**config.mk**
```make
export PLATFORM = sky130hd
export DESIGN_NAME = rbsd_adder
export DESIGN_NICKNAME = d
export VERILOG_FILES = /design/src/rtl/rbsd_pkg.sv /design/src/rtl/rbsd_split.sv /design/src/rtl/rbsd_merge.sv /design/src/rtl/rbsd_value.sv /design/src/rtl/rbsd_adder.sv
export SDC_FILE = /design/constraint.sdc
export NUM_CORES = 1
export LEC_CHECK = 0
export BUFFER_PORTS_ARGS = -buffer_cell sky130_fd_sc_hd__buf_2
export CORE_MARGIN = 2
export CORE_UTILIZATION = 45
export DETAILED_ROUTE_END_ITERATION = 7
export PLACE_DENSITY_LB_ADDON = 0.05
export REMOVE_ABC_BUFFERS = 1
export SYNTH_ARGS = -nofsm -noshare
export SYNTH_HDL_FRONTEND = slang
export SYNTH_SLANG_ARGS = --single-unit
```
**constraint.sdc**
```tcl
create_clock -name vclk -period 4.2
set_input_delay 0.21 -clock vclk [all_inputs]
set_output_delay 0.21 -clock vclk [all_outputs]
set_load 0.02 [all_outputs]
```
**src/rtl/rbsd_pkg.sv**
```systemverilog
// Package rbsd_pkg: digit codes and conversions for the signed-digit adder.
// Assumes a digit code is two bits; digit values are held as 2-bit signed.
package rbsd_pkg;

    typedef logic [1:0]        sd_code_t;
    typedef logic signed [1:0] sd_val_t;

    localparam sd_code_t CODE_NEG  = 2'b00;
    localparam sd_code_t CODE_ZERO = 2'b01;
    localparam sd_code_t CODE_ZALT = 2'b10;
    localparam sd_code_t CODE_POS  = 2'b11;

    localparam sd_val_t VAL_M1 = 2'sb11;
    localparam sd_val_t VAL_Z  = 2'sb00;
    localparam sd_val_t VAL_P1 = 2'sb01;

    // Map a code to its digit value; both zero codes give 0.
    function automatic sd_val_t sd_decode(input sd_code_t c);
        case (c)
            CODE_NEG: return VAL_M1;
            CODE_POS: return VAL_P1;
            default:  return VAL_Z;
        endcase
    endfunction

    // Map a digit value to its canonical code; zero is always 01.
    function automatic sd_code_t sd_encode(input sd_val_t v);
        case (v)
            VAL_M1:  return CODE_NEG;
            VAL_P1:  return CODE_POS;
            default: return CODE_ZERO;
        endcase
    endfunction

endpackage

```
**src/rtl/rbsd_split.sv**
```systemverilog
// Module rbsd_split: splits one position's digit sum into a transfer digit
// and an interim digit. Odd sums look at the lower position's digits so that
// the later merge can never leave the digit range.
// Assumes lo_x/lo_y are tied to the zero code at position 0.
module rbsd_split
    import rbsd_pkg::*;
(
    input  sd_code_t x_code,
    input  sd_code_t y_code,
    input  sd_code_t lo_x_code,
    input  sd_code_t lo_y_code,
    output sd_val_t  xfer,
    output sd_val_t  interim
);

    logic signed [2:0] psum;
    logic              lo_nonneg;
    sd_val_t           xv;
    sd_val_t           yv;

    // Digit sum and the sign class of the position below.
    always_comb begin
        xv        = sd_decode(x_code);
        yv        = sd_decode(y_code);
        psum      = {xv[1], xv} + {yv[1], yv};
        lo_nonneg = (lo_x_code != CODE_NEG) && (lo_y_code != CODE_NEG);
    end

    // Select transfer and interim digits so that psum = 2*xfer + interim.
    always_comb begin
        xfer    = VAL_Z;
        interim = VAL_Z;
        case (psum)
            3'sb010: xfer = VAL_P1;
            3'sb110: xfer = VAL_M1;
            3'sb001: begin
                if (lo_nonneg) begin
                    xfer    = VAL_P1;
                    interim = VAL_M1;
                end else begin
                    interim = VAL_P1;
                end
            end
            3'sb111: begin
                if (lo_nonneg) begin
                    interim = VAL_M1;
                end else begin
                    xfer    = VAL_M1;
                    interim = VAL_P1;
                end
            end
            default: ;
        endcase
    end

endmodule

```
**src/rtl/rbsd_merge.sv**
```systemverilog
// Module rbsd_merge: adds an interim digit and the incoming transfer digit
// and emits the result as a canonical code.
// Assumes the split rule keeps the total within -1..+1 (no new transfer).
module rbsd_merge
    import rbsd_pkg::*;
(
    input  sd_val_t  interim,
    input  sd_val_t  xfer_in,
    output sd_code_t sum_code
);

    logic signed [2:0] total;

    // Sum the two digits and encode the low two bits of the result.
    always_comb begin
        total    = {interim[1], interim} + {xfer_in[1], xfer_in};
        sum_code = sd_encode(total[1:0]);
    end

endmodule

```
**src/rtl/rbsd_value.sv**
```systemverilog
// Module rbsd_value: weighted sum of D signed digits into a two's-complement
// value of D+1 bits. Used for checking and for binary consumers.
// Assumes digit k sits in bits [2k+1:2k].
module rbsd_value
    import rbsd_pkg::*;
#(
    parameter int D = 5
) (
    input  logic [2*D-1:0]    digits,
    output logic signed [D:0] value
);

    localparam int VW = D + 1;

    // Accumulate +/- 2^k for each nonzero digit.
    always_comb begin
        value = '0;
        for (int k = 0; k < D; k++) begin
            case (digits[2*k +: 2])
                CODE_POS: value = value + (VW'(1) << k);
                CODE_NEG: value = value - (VW'(1) << k);
                default:  ;
            endcase
        end
    end

endmodule

```
**src/rtl/rbsd_adder.sv**
```systemverilog
// Module rbsd_adder: carry-free adder of two N-digit signed-digit operands.
// Each position splits, then merges with the transfer from below; no chain
// runs across the word. Output has N+1 digits plus a binary value.
// Assumes purely combinational use; the caller registers around it.
module rbsd_adder
    import rbsd_pkg::*;
#(
    parameter int N = 4
) (
    input  logic [2*N-1:0]      x_dig,
    input  logic [2*N-1:0]      y_dig,
    output logic [2*N+1:0]      sum_dig,
    output logic signed [N+1:0] sum_val
);

    localparam int OD = N + 1;

    sd_val_t xfer    [N];
    sd_val_t interim [N];

    for (genvar i = 0; i < N; i++) begin : g_pos
        sd_code_t lo_x;
        sd_code_t lo_y;
        sd_val_t  t_in;

        if (i == 0) begin : g_base
            // Lowest position: no lower digits and no incoming transfer.
            assign lo_x = CODE_ZERO;
            assign lo_y = CODE_ZERO;
            assign t_in = VAL_Z;
        end else begin : g_upper
            // Other positions: look one position down.
            assign lo_x = x_dig[2*(i-1) +: 2];
            assign lo_y = y_dig[2*(i-1) +: 2];
            assign t_in = xfer[i-1];
        end

        rbsd_split i_split (
            .x_code    (x_dig[2*i +: 2]),
            .y_code    (y_dig[2*i +: 2]),
            .lo_x_code (lo_x),
            .lo_y_code (lo_y),
            .xfer      (xfer[i]),
            .interim   (interim[i])
        );

        rbsd_merge i_merge (
            .interim  (interim[i]),
            .xfer_in  (t_in),
            .sum_code (sum_dig[2*i +: 2])
        );
    end

    // Top digit is the transfer out of the highest position.
    assign sum_dig[2*N +: 2] = sd_encode(xfer[N-1]);

    rbsd_value #(.D(OD)) i_value (
        .digits (sum_dig),
        .value  (sum_val)
    );

endmodule

```
* Yosys cells after proc, flatten, opt, wreduce, memory -nomap -nowiden
Cells that the tools add are included.
** Storage, ports and cells
- Register bits :: 0
- Input bits :: 16
- Output and inout port bits :: 16
- Word-level logic and storage cells :: 116
** Cells by class
- Add/subtract/negate cells :: 15
- Equal/unequal tests :: 39
- Multiplexer cells :: 35
- Reduce and logical (&&, ||, !) cells :: 27
** Operators with widths (number)
- case mux 6 bit (2 select lines) :: 5
- case mux 2 bit (2 select lines) :: 14
- equality test 2 bit (second input constant) :: 18
- logical NOT 2 bit :: 13
- equality test 3 bit (second input constant) :: 8
- case mux 2 bit (4 select lines) :: 3
- 2-to-1 mux 2 bit :: 10
- adder 2 x 2 -> 3 bit :: 4
- equality test 3 x 1 -> 1 bit (second input constant) :: 4
- equality test 3 x 2 -> 1 bit (second input constant) :: 4
- nonzero test 2 bit :: 6
- equality test 2 x 1 -> 1 bit (second input constant) :: 5
- OR reduction 2 bit :: 5
- adder 2 bit :: 3
- adder 6 x 3 -> 6 bit (second input constant) :: 1
- adder 6 x 4 -> 6 bit (second input constant) :: 1
- adder 6 x 5 -> 6 bit (second input constant) :: 1
- adder 6 bit (second input constant) :: 1
- subtractor 6 x 3 -> 6 bit (second input constant) :: 1
- subtractor 6 x 4 -> 6 bit (second input constant) :: 1
- subtractor 6 x 5 -> 6 bit (second input constant) :: 1
- subtractor 6 bit (second input constant) :: 1
- logical AND 1 bit :: 3
- 2-to-1 mux 1 bit :: 3

* Longest topological paths before layout
Gate-level depths: netlist of the first run.
- Depth after elaboration :: 18
- Depth in mapped cells :: 20
- Mapped depth without buffers :: 20

* Hierarchy
Synthesis of the first run repeated with hierarchy kept, for this count alone.
** Second synthesis, totals
- Cell total of the unflattened synthesis :: 151
- Area, all modules :: 1163.6 µm²
** By module, submodules not included
- rbsd_split at g_pos[0].i_split ... :: times used 3, cells an instance 21, area each 155.1 µm², seq. area each 0.0 µm²
- rbsd_value :: times used 1, cells an instance 39, area each 309.0 µm², seq. area each 0.0 µm²
- rbsd_merge :: times used 4, cells an instance 6, area each 52.6 µm², seq. area each 0.0 µm²
- rbsd_split at g_pos[3].i_split :: times used 1, cells an instance 21, area each 153.9 µm², seq. area each 0.0 µm²
- rbsd_adder :: times used 1, cells an instance 4, area each 25.0 µm², seq. area each 0.0 µm²

* Worst setup path before layout of the first run
Ideal clock, no wire load.
- Path type :: in2out
- Start point :: in y_dig[2]
- End point :: out sum_val[5]
- Arrival :: 4364 ps
- Required time :: 3990 ps
- Path slack :: -374 ps
- Cell stages on the path :: 19
- Buffers on the path :: 0
- Cells stage by stage :: inv_1 > ha_1 > inv_1 > ha_1 > fa_1 > xor2_1 > and2_2 > ha_1 > and2_1 > and3_1 > a211oi_2 > nor3_2 > or2_2 > fa_1 > xor2_1 > a22oi_1 > o22ai_1 > a221oi_1 > o41ai_2
** On the way
- Cells in the longest elaborated chain, start to end :: 17
- Elaborated cells on any way between the ends :: 46
- Those cells by class :: 10 x add/sub; 14 x eq/ne; 15 x mux; 7 x reduce/logical
** Ends and longest elaborated chain
- start, declared :: RTL line rbsd_adder.sv:11 : input logic [2*N-1:0] y_dig,
- equality test 2 bit or logical NOT 2 bit (tied branches) :: RTL line rbsd_pkg.sv:19 : case (c)
- case mux 2 bit (2 select lines) :: RTL line rbsd_pkg.sv:19
- adder 2 x 2 -> 3 bit :: RTL line rbsd_split.sv:25 : psum = {xv[1], xv} + {yv[1], yv};
- equality test 3 x 1 -> 1 bit or equality test 3 bit (tied branches) :: RTL line rbsd_split.sv:33 : case (psum)
- OR reduction 2 bit (no source line)
- 2-to-1 mux 2 bit
- adder 2 bit :: RTL line rbsd_merge.sv:16 : total = {interim[1], interim} + {xfer_in[1], xfer_in};
- equality test 2 x 1 -> 1 bit or equality test 2 bit (tied branches) :: RTL line rbsd_pkg.sv:28 : case (v)
- case mux 2 bit (2 select lines) :: RTL line rbsd_pkg.sv:28
- equality test 2 bit or logical NOT 2 bit (tied branches) :: RTL line rbsd_value.sv:19 : case (digits[2*k +: 2])
- case mux 6 bit (2 select lines) :: RTL line rbsd_value.sv:19
- subtractor 6 x 4 -> 6 bit or adder 6 x 4 -> 6 bit (tied branches) :: RTL line rbsd_value.sv:21, rbsd_value.sv:20
- case mux 6 bit (2 select lines) :: RTL line rbsd_value.sv:19
- subtractor 6 x 5 -> 6 bit or adder 6 x 5 -> 6 bit (tied branches) :: RTL line rbsd_value.sv:21, rbsd_value.sv:20
- case mux 6 bit (2 select lines) * :: RTL line rbsd_value.sv:19
- subtractor 6 bit or adder 6 bit (tied branches) :: RTL line rbsd_value.sv:21, rbsd_value.sv:20
- case mux 6 bit (2 select lines) * :: RTL line rbsd_value.sv:19
- end, declared :: RTL line rbsd_adder.sv:13 : output logic signed [N+1:0] sum_val
Mark *: on every way between the ends. The rest lies on a longest branch, timed or not.

* Worst setup path in the final report of the first run
- Start point :: in x_dig[2]
- End point :: out sum_val[5]
** On the way
- Cells in the longest elaborated chain, start to end :: 17
- Elaborated cells on any way between the ends :: 46
- Those cells by class :: 10 x add/sub; 14 x eq/ne; 15 x mux; 7 x reduce/logical
** Ends and longest elaborated chain
- start, declared :: RTL line rbsd_adder.sv:10 : input logic [2*N-1:0] x_dig,
- equality test 2 bit or logical NOT 2 bit (tied branches) :: RTL line rbsd_pkg.sv:19
- case mux 2 bit (2 select lines) :: RTL line rbsd_pkg.sv:19
- adder 2 x 2 -> 3 bit :: RTL line rbsd_split.sv:25
- equality test 3 x 1 -> 1 bit or equality test 3 bit (tied branches) :: RTL line rbsd_split.sv:33
- OR reduction 2 bit (no source line)
- 2-to-1 mux 2 bit
- adder 2 bit :: RTL line rbsd_merge.sv:16
- equality test 2 x 1 -> 1 bit or equality test 2 bit (tied branches) :: RTL line rbsd_pkg.sv:28
- case mux 2 bit (2 select lines) :: RTL line rbsd_pkg.sv:28
- equality test 2 bit or logical NOT 2 bit (tied branches) :: RTL line rbsd_value.sv:19
- case mux 6 bit (2 select lines) :: RTL line rbsd_value.sv:19
- subtractor 6 x 4 -> 6 bit or adder 6 x 4 -> 6 bit (tied branches) :: RTL line rbsd_value.sv:21, rbsd_value.sv:20
- case mux 6 bit (2 select lines) :: RTL line rbsd_value.sv:19
- subtractor 6 x 5 -> 6 bit or adder 6 x 5 -> 6 bit (tied branches) :: RTL line rbsd_value.sv:21, rbsd_value.sv:20
- case mux 6 bit (2 select lines) * :: RTL line rbsd_value.sv:19
- subtractor 6 bit or adder 6 bit (tied branches) :: RTL line rbsd_value.sv:21, rbsd_value.sv:20
- case mux 6 bit (2 select lines) * :: RTL line rbsd_value.sv:19
Marked as above.

==> results of run 1 <==
[worst max path at each step]
stage,start,endpoint,slack (ps),depth (start not counted)
global route,x_dig[2],sum_val[5],-190,23
floorplan,y_dig[2],sum_val[5],-370,19
detailed placement,y_dig[2],sum_val[5],-510,21
global placement,y_dig[2],sum_val[5],-410,21
finish,x_dig[2],sum_val[5],10,23
CTS,x_dig[2],sum_val[5],-30,23
[cells in the final DEF (no fill, tap or decap), types with 4 or more instances in the layout]
cell / instances
buf_4: 37
inv_1: 31
buf_2: 27
ha_1: 17
nand2_1: 8
o21ai_0: 7
nand2b_1: 5
nor2_1: 5
xnor2_1: 5
and2_4: 4
xor2_1: 4
and2_1: 4
inv_2: 4
nand4_1: 4
ha_4: 4
buf_6: 4
[layer usage]
metal | part of all wire (%) | track usage [%]
met1 | 45 | 25.9
met5 | 0 | 0
met4 | 0.59 | 1.39
met2 | 52 | 34.9
met3 | 2.6 | 0.703
[power breakdown]
group | switching [W] | internal, W | leakage (nW) | total [W]
combinational | 0.000502 | 0.000456 | 0.955 | 0.000957
sequential | 0 | 0 | 0 | 0
clock | 0 | 0 | 0 | 0
[cell families (layout without fill, tap and decap cells)]
group           after synthesis  after routing  share of synthesized area, %
compound gates               24             24                          15.1
xor+xnor                     12             12                          10.0
fa+ha+maj                    26             26                          30.6
buf+inv                      40            107                          13.0
mux                           3              3                          2.53
other cells                   1              1                         0.316
simple gates                 56             56                          28.6
[layout make-up]
| type | instances | area (sq um) |
|---|---|---|
| multi-input combinational | 122 | 1160 |
| fill | 208 | 683 |
| timing repair buffer | 69 | 473 |
| inverter | 38 | 150 |
| tap | 30 | 37.5 |
[worst max-delay path: stages]
cell      delay [ps]
buf_6             80
inv_4             30
ha_4             250
inv_2             40
ha_4             150
fa_2             550
xor2_2           170
and2_4           170
ha_4             200
and2_4           140
buf_6            110
nand4_1           70
nand4_2          130
nor3_2           170
buf_4            160
nor2_4            30
fa_2             380
xor2_1           160
a22oi_1          140
o22ai_1          120
a221oi_2         240
o41ai_2          100
buf_2            170
[through the flow]
stage	TNS [ps]	cell area, sq um
finish	0	1820
global route	-185	1820
CTS	-31.5	1770
detailed placement	-626	1590
global placement	-446	1590
floorplan	-404	1180
[timing repair]
item,in CTS,in global routing
endpoints found under the setup margin,2,2
cloned,0,0
endpoints found under the hold margin,0,0
gates resized for setup,30,11
setup buffers,7,1
pin swaps,14,14
==> impl_metrics.json, run 1 <==
{
  "outcome": "finished clean",
  "area_growth_pct": 53.0,
  "worst_setup_path_start_kind": "input pin",
  "hold_depth": 7,
  "setup_viol_count_final": 0,
  "finish.utilization_pct": 72.7,
  "yosys_warnings": 0,
  "holdWs_ps": 1360,
  "dp_hpwl_um": 2210,
  "synthCells": 162,
  "synthesis.area_sq_mm": 0.00119,
  "rsz0062_at_grt": "yes",
  "grt-ovfl-total": 0,
  "period_needed_ps": 4190,
  "die_area_sq_mm": 0.00307,
  "ioPinCount": 32,
  "hold_viol_final": 0,
  "max-vdd-ir-drop_mv": 0.580,
  "arrival_ps": 3980,
  "holdCritStartpoint": "x_dig[1]",
  "synth_top_area_share_pct": 22.1,
  "grtUsageTotal_pct": 19.1,
  "layout-drive-gt1-share_pct": 46.7,
  "clkbuf_count": 0,
  "start_util_pct": 47.5,
  "synth_most_common_cell": "inv_1",
  "ff_latch_area_sq_um": 0,
  "power_density_mw_per_mm2": 527,
  "grt_max_degree": 12,
  "core_sq_mm": 0.00250,
  "gp_congestion": 0.831,
  "cp.required_ps": 3990,
  "nets": 273,
  "grt_pass1_vias": 1237,
  "seq_cells": 0,
  "maxCapViolCount": 0,
  "placed_cells": 251,
  "p_leak_nw": 0.955,
  "total_power_w": 0.000957,
  "drc": 0,
  "wire_per_inst_um": 11.8,
  "crit_path_end_kind": "primary output",
  "worst_slack_ps": 13.8,
  "synth.area.top_cells": "ha_1, inv_1, fa_1, xor2_1, o21ai_0",
  "timing.fmax_mhz": 239,
  "dr.pass1.iters": 4,
  "row_count": 18,
  "fin_crit_sh_pct": 99.7,
  "crit_type": "in -> out",
  "synth.distinct_cells": 42,
  "ant_nets": 0,
  "stdcell_count": 259,
  "synthTopCellsByCount": "inv_1, ha_1, o21ai_0",
  "totalWireLength_um": 3050,
  "holdPathEnd": "sum_dig[0]",
  "drt_iter0_drc": 25,
  "cts_hold_buf": 0,
  "yosysSeqAreaShare_pct": 0,
  "place_ws_ps": -514,
  "antenna_found_initial": 0,
  "finalMaxSlewViolations": 0,
  "syn_area_per_cell_sq_um": 7.33,
  "io_buffers": 31,
  "yosysTopAreaCell": "ha_1",
  "routed_via_density": 4.85,
  "die_h_um": 55.4,
  "cp_max_fo": 3,
  "vias": 1256,
  "grt_pass1_wl_um": 5110,
  "die_w_um": 55.4,
  "diodes": 0,
  "hp-class": "in -> out"
}
Power figures use the tool's default switching activity.
==> run 2: changes to the inputs <==
GPL_TIMING_DRIVEN = 0   (was default)
==> impl_metrics.json, run 2 (synthesis results as in run 1) <==
{
  "grtUsageTotal_pct": 17.9,
  "ff_latch_area_sq_um": 0,
  "worst_setup_path_start_kind": "input pin",
  "gp_congestion": 0.804,
  "max-vdd-ir-drop_mv": 0.590,
  "start_util_pct": 47.5,
  "area_growth_pct": 37.0,
  "grt_pass1_vias": 1165,
  "p_leak_nw": 0.831,
  "slew_headroom_pct": 64.1,
  "die_w_um": 55.4,
  "ant_nets": 0,
  "nets": 248,
  "final_cell_mix": "inv_1, buf_2, ha_1",
  "maxCapViolCount": 0,
  "drt_iter0_drc": 19,
  "outcome": "complete, but fails checks",
  "wire_per_inst_um": 11.5,
  "die_area_sq_mm": 0.00307,
  "holdWs_ps": 1310,
  "diodes": 0,
  "fin_crit_sh_pct": 102,
  "grt-ovfl-total": 0,
  "setup_viol_count_final": 1,
  "hp-class": "in -> out",
  "worst_slack_ps": -67.8,
  "io_buffers": 31,
  "totalWireLength_um": 2700,
  "layout-drive-gt1-share_pct": 39.7,
  "crit_type": "in -> out",
  "core_sq_mm": 0.00250,
  "critPathSlowestCell": "fa_2",
  "period_needed_ps": 4270,
  "routed_via_density": 5.07,
  "timing.fmax_mhz": 234,
  "power_density_mw_per_mm2": 538,
  "antenna_found_initial": 0,
  "die_h_um": 55.4,
  "grt_pass1_wl_um": 4770,
  "stdcell_count": 234,
  "dp_hpwl_um": 1960,
  "finalMaxSlewViolations": 0,
  "cp.depth": 21,
  "cts_hold_buf": 0,
  "final_common_cell": "inv_1",
  "grt_max_degree": 13,
  "hold_depth": 7,
  "worst_path_largest_cell_delay_ps": 580,
  "path_common_cell": "ha_4",
  "hold_viol_final": 0,
  "rsz0062_at_grt": "yes",
  "ioPinCount": 32,
  "nFillCells": 229,
  "fin_setup_tns_ps": -67.8,
  "cp_top_family": "adder cells",
  "worst-path-buf-inv": 4,
  "cp.required_ps": 3990,
  "crit_path_cell_trace": "buf_6 > inv_4 > ha_4 > inv_2 > ha_4 > fa_2 > xor2_2 > and2_4 > ha_4 > and2_4 > and3_4 > a211oi_4 > nor3_4 > or2_4 > fa_2 > xor2_1 > a22oi_1 > o22ai_1 > a221oi_2 > o41ai_2 > buf_2",
  "crit_path_end_kind": "primary output",
  "cp_max_fo": 5,
  "vias": 1186,
  "drc": 0,
  "placed_cells": 221,
  "seq_cells": 0,
  "dr.pass1.iters": 4,
  "arrival_ps": 4060,
  "clkbuf_count": 0,
  "row_count": 18,
  "violations": "setup timing",
  "tightest_slew_ps": 538
}
[run 2: path summary, 6_finish.rpt]
path	startpoint	endpoint	slack, ps
worst max-delay path	x_dig[2]	sum_val[5]	-70
worst min-delay path	x_dig[1]	sum_dig[0]	1310
[run 2: stage by stage]
stage | cell area [sq um] | util, % | total power [W] | worst slack, ps
2_1_floorplan | 1180 | - | 0.000564 | -374
3_3_place_gp | 1370 | 54.8 | 0.000711 | -850
3_5_place_dp | 1370 | 54.8 | 0.000727 | -897
4_1_cts | 1620 | 65.0 | 0.000867 | -83.0
5_1_grt | 1630 | 65.1 | 0.000960 | -261
6_report | 1630 | 65.1 | 0.000875 | -67.8
[run 2: layout make-up]
cell class | count | area, sq um | area share [%]
inverters | 38 | 150 | 9.23
multi-input cells | 122 | 1160 | 71.4
well taps | 30 | 37.5 | 2.31
repair buffers | 44 | 278 | 17.1
[run 2: what timing repair did]
action                                  4_1_cts  5_1_grt
endpoints found under the setup margin        2        2
gates resized for setup                      37        1
buffers inserted                             13        0
pin swaps                                    19        4
[run 2: layer usage]
metal / wire [um] / share of wire [%] / vias to the layer above / global-route usage (%)
met1: 1230 / 45 / 545 / 25.1
met4: 10 / 0.37 / 0 / 1.39
met3: 73 / 2.7 / 2 / 0.468
met2: 1390 / 51 / 22 / 31.8
met5: 0 / 0 / - / 0
li1: - / - / 617 / -
[run 2: report_power, final]
part	internal (W)	switching [W]	leakage [nW]
Combinational	0.000396	0.000479	0.831
Sequential	0	0	0
Clock	0	0	0
==> run 3: changes to the inputs <==
CORE_ASPECT_RATIO = 1.25   (was default)
CORE_UTILIZATION = 32   (was 45)
==> impl_metrics.json, run 3 (synthesis results as in run 1) <==
{
  "setup_viol_count_final": 1,
  "vias": 1263,
  "final_common_cell": "buf_4",
  "crit_type": "in -> out",
  "worst_setup_path_start_kind": "input pin",
  "antenna_found_initial": 0,
  "routed_via_density": 4.80,
  "violations": "setup timing",
  "totalWireLength_um": 2890,
  "die_h_um": 72.1,
  "switching_share_pct": 51.7,
  "ff_latch_area_sq_um": 0,
  "hold_viol_final": 0,
  "total_power_w": 0.00101,
  "crit_path_cell_trace": "buf_6 > inv_4 > ha_4 > inv_2 > ha_4 > fa_2 > xor2_2 > and2_4 > ha_4 > and2_4 > and3_4 > a211oi_4 > nor3_4 > or2_4 > fa_2 > xor2_2 > a22oi_2 > o22ai_2 > a221oi_2 > o41ai_2 > buf_4",
  "finalMaxSlewViolations": 0,
  "worst_path_largest_cell_delay_ps": 560,
  "clock_power_share_pct": 0,
  "gp_congestion": 0.821,
  "io_buffers": 31,
  "start_util_pct": 33.8,
  "grt_pass1_vias": 1190,
  "pwr-share-seq_pct": 0,
  "dp_hpwl_um": 2020,
  "row_count": 24,
  "drt_iter0_drc": 25,
  "ioPinCount": 32,
  "power_density_mw_per_mm2": 542,
  "max-vdd-ir-drop_mv": 0.374,
  "cp_max_fo": 4,
  "dr.pass1.iters": 4,
  "die_w_um": 58.5,
  "seq_cells": 0,
  "hold_depth": 7,
  "grt_max_degree": 13,
  "arrival_ps": 4040,
  "maxCapViolCount": 0,
  "path_common_cell": "ha_4",
  "p_leak_nw": 0.935,
  "combPwrFrac_pct": 100.0,
  "layout-drive-gt1-share_pct": 50.4,
  "diodes": 0,
  "worst_slack_ps": -48.7,
  "grtUsageTotal_pct": 13.7,
  "grt_pass1_wl_um": 4840,
  "drc": 0,
  "final_cell_mix": "buf_4, inv_1, buf_2",
  "die_area_sq_mm": 0.00422,
  "nets": 268,
  "hp-class": "in -> out",
  "wire_per_inst_um": 11.0,
  "p_switching_w": 0.000520,
  "grt-ovfl-total": 0,
  "timing.fmax_mhz": 235,
  "crit_path_end_kind": "primary output",
  "cts_hold_buf": 0,
  "clkbuf_count": 0,
  "rsz0062_at_grt": "yes",
  "outcome": "complete, but fails checks",
  "area_growth_pct": 56.2,
  "internal_power_w": 0.000486,
  "fin_crit_sh_pct": 101,
  "period_needed_ps": 4250,
  "ant_nets": 0,
  "holdWs_ps": 1310,
  "core_sq_mm": 0.00351,
  "cp.required_ps": 3990,
  "critPathSlowestCell": "fa_2",
  "nFillCells": 334
}
run 3: cell types whose count changed in the layout (fill, tap and decap cells not counted), moves of 2 or more:
cell / delta
buf_4: +18
inv_1: -4
buf_6: +3
inv_2: +3
xor2_1: -2
xor2_2: +2
run 3: per-layer routing:
layer	wire length, um	vias up	GRT usage, %
met2	1670	26	29.2
met4	0	0	0.775
li1	-	652	-
met3	87	0	0.178
met5	0	-	0
met1	1140	585	15.2
run 3: what timing repair did:
item,CTS,global route
gates cloned,0,0
resized for setup,39,19
pin swaps,19,18
endpoints found under the setup margin,2,1
buffers inserted,30,3
run 3: layout make-up:
class | instances | area, sq um | area share (%)
timing repair buffer | 64 | 442 | 23.8
multi-input combinational | 122 | 1210 | 65.3
tap | 39 | 48.8 | 2.63
inverter | 38 | 153 | 8.23
run 3: path summary, 6_finish.rpt:
check / slack, ps / to / startpoint
min: 1310 / sum_dig[0] / y_dig[0]
max: -50 / sum_val[5] / x_dig[2]
run 3: metrics by stage:
| stage | utilization (%) | instance area (sq um) | setup TNS [ps] | std cells | setup slack, ps |
|---|---|---|---|---|---|
| after floorplan | - | 1180 | -404 | 160 | -374 |
| after global placement | 39.3 | 1380 | -1420 | 230 | -932 |
| after detailed placement | 39.3 | 1380 | -1430 | 230 | -919 |
| after CTS | 50.2 | 1770 | -42.2 | 260 | -42.2 |
| after global routing | 52.8 | 1850 | -203 | 263 | -203 |
| final | 52.8 | 1850 | -48.7 | 263 | -48.7 |
run 3: worst max-delay path: cells and delay by family:
| kind | cells | cell delay, ps |
|---|---|---|
| adders and majority gates | 5 | 1540 |
| AOI/OAI and AO/OA | 5 | 860 |
| and+or+nand+nor | 5 | 780 |
| xor gates and xnor gates | 2 | 330 |
| buffers and inverters | 4 | 320 |
run 3: power by group through the flow:
stage	Sequential, W	Combinational [W]	Clock (W)
final	0	0.00101	0
after global routing	0	0.00110	0
after CTS	0	0.000915	0
after detailed placement	0	0.000733	0
after global placement	0	0.000729	0
after floorplan	0	0.000564	0
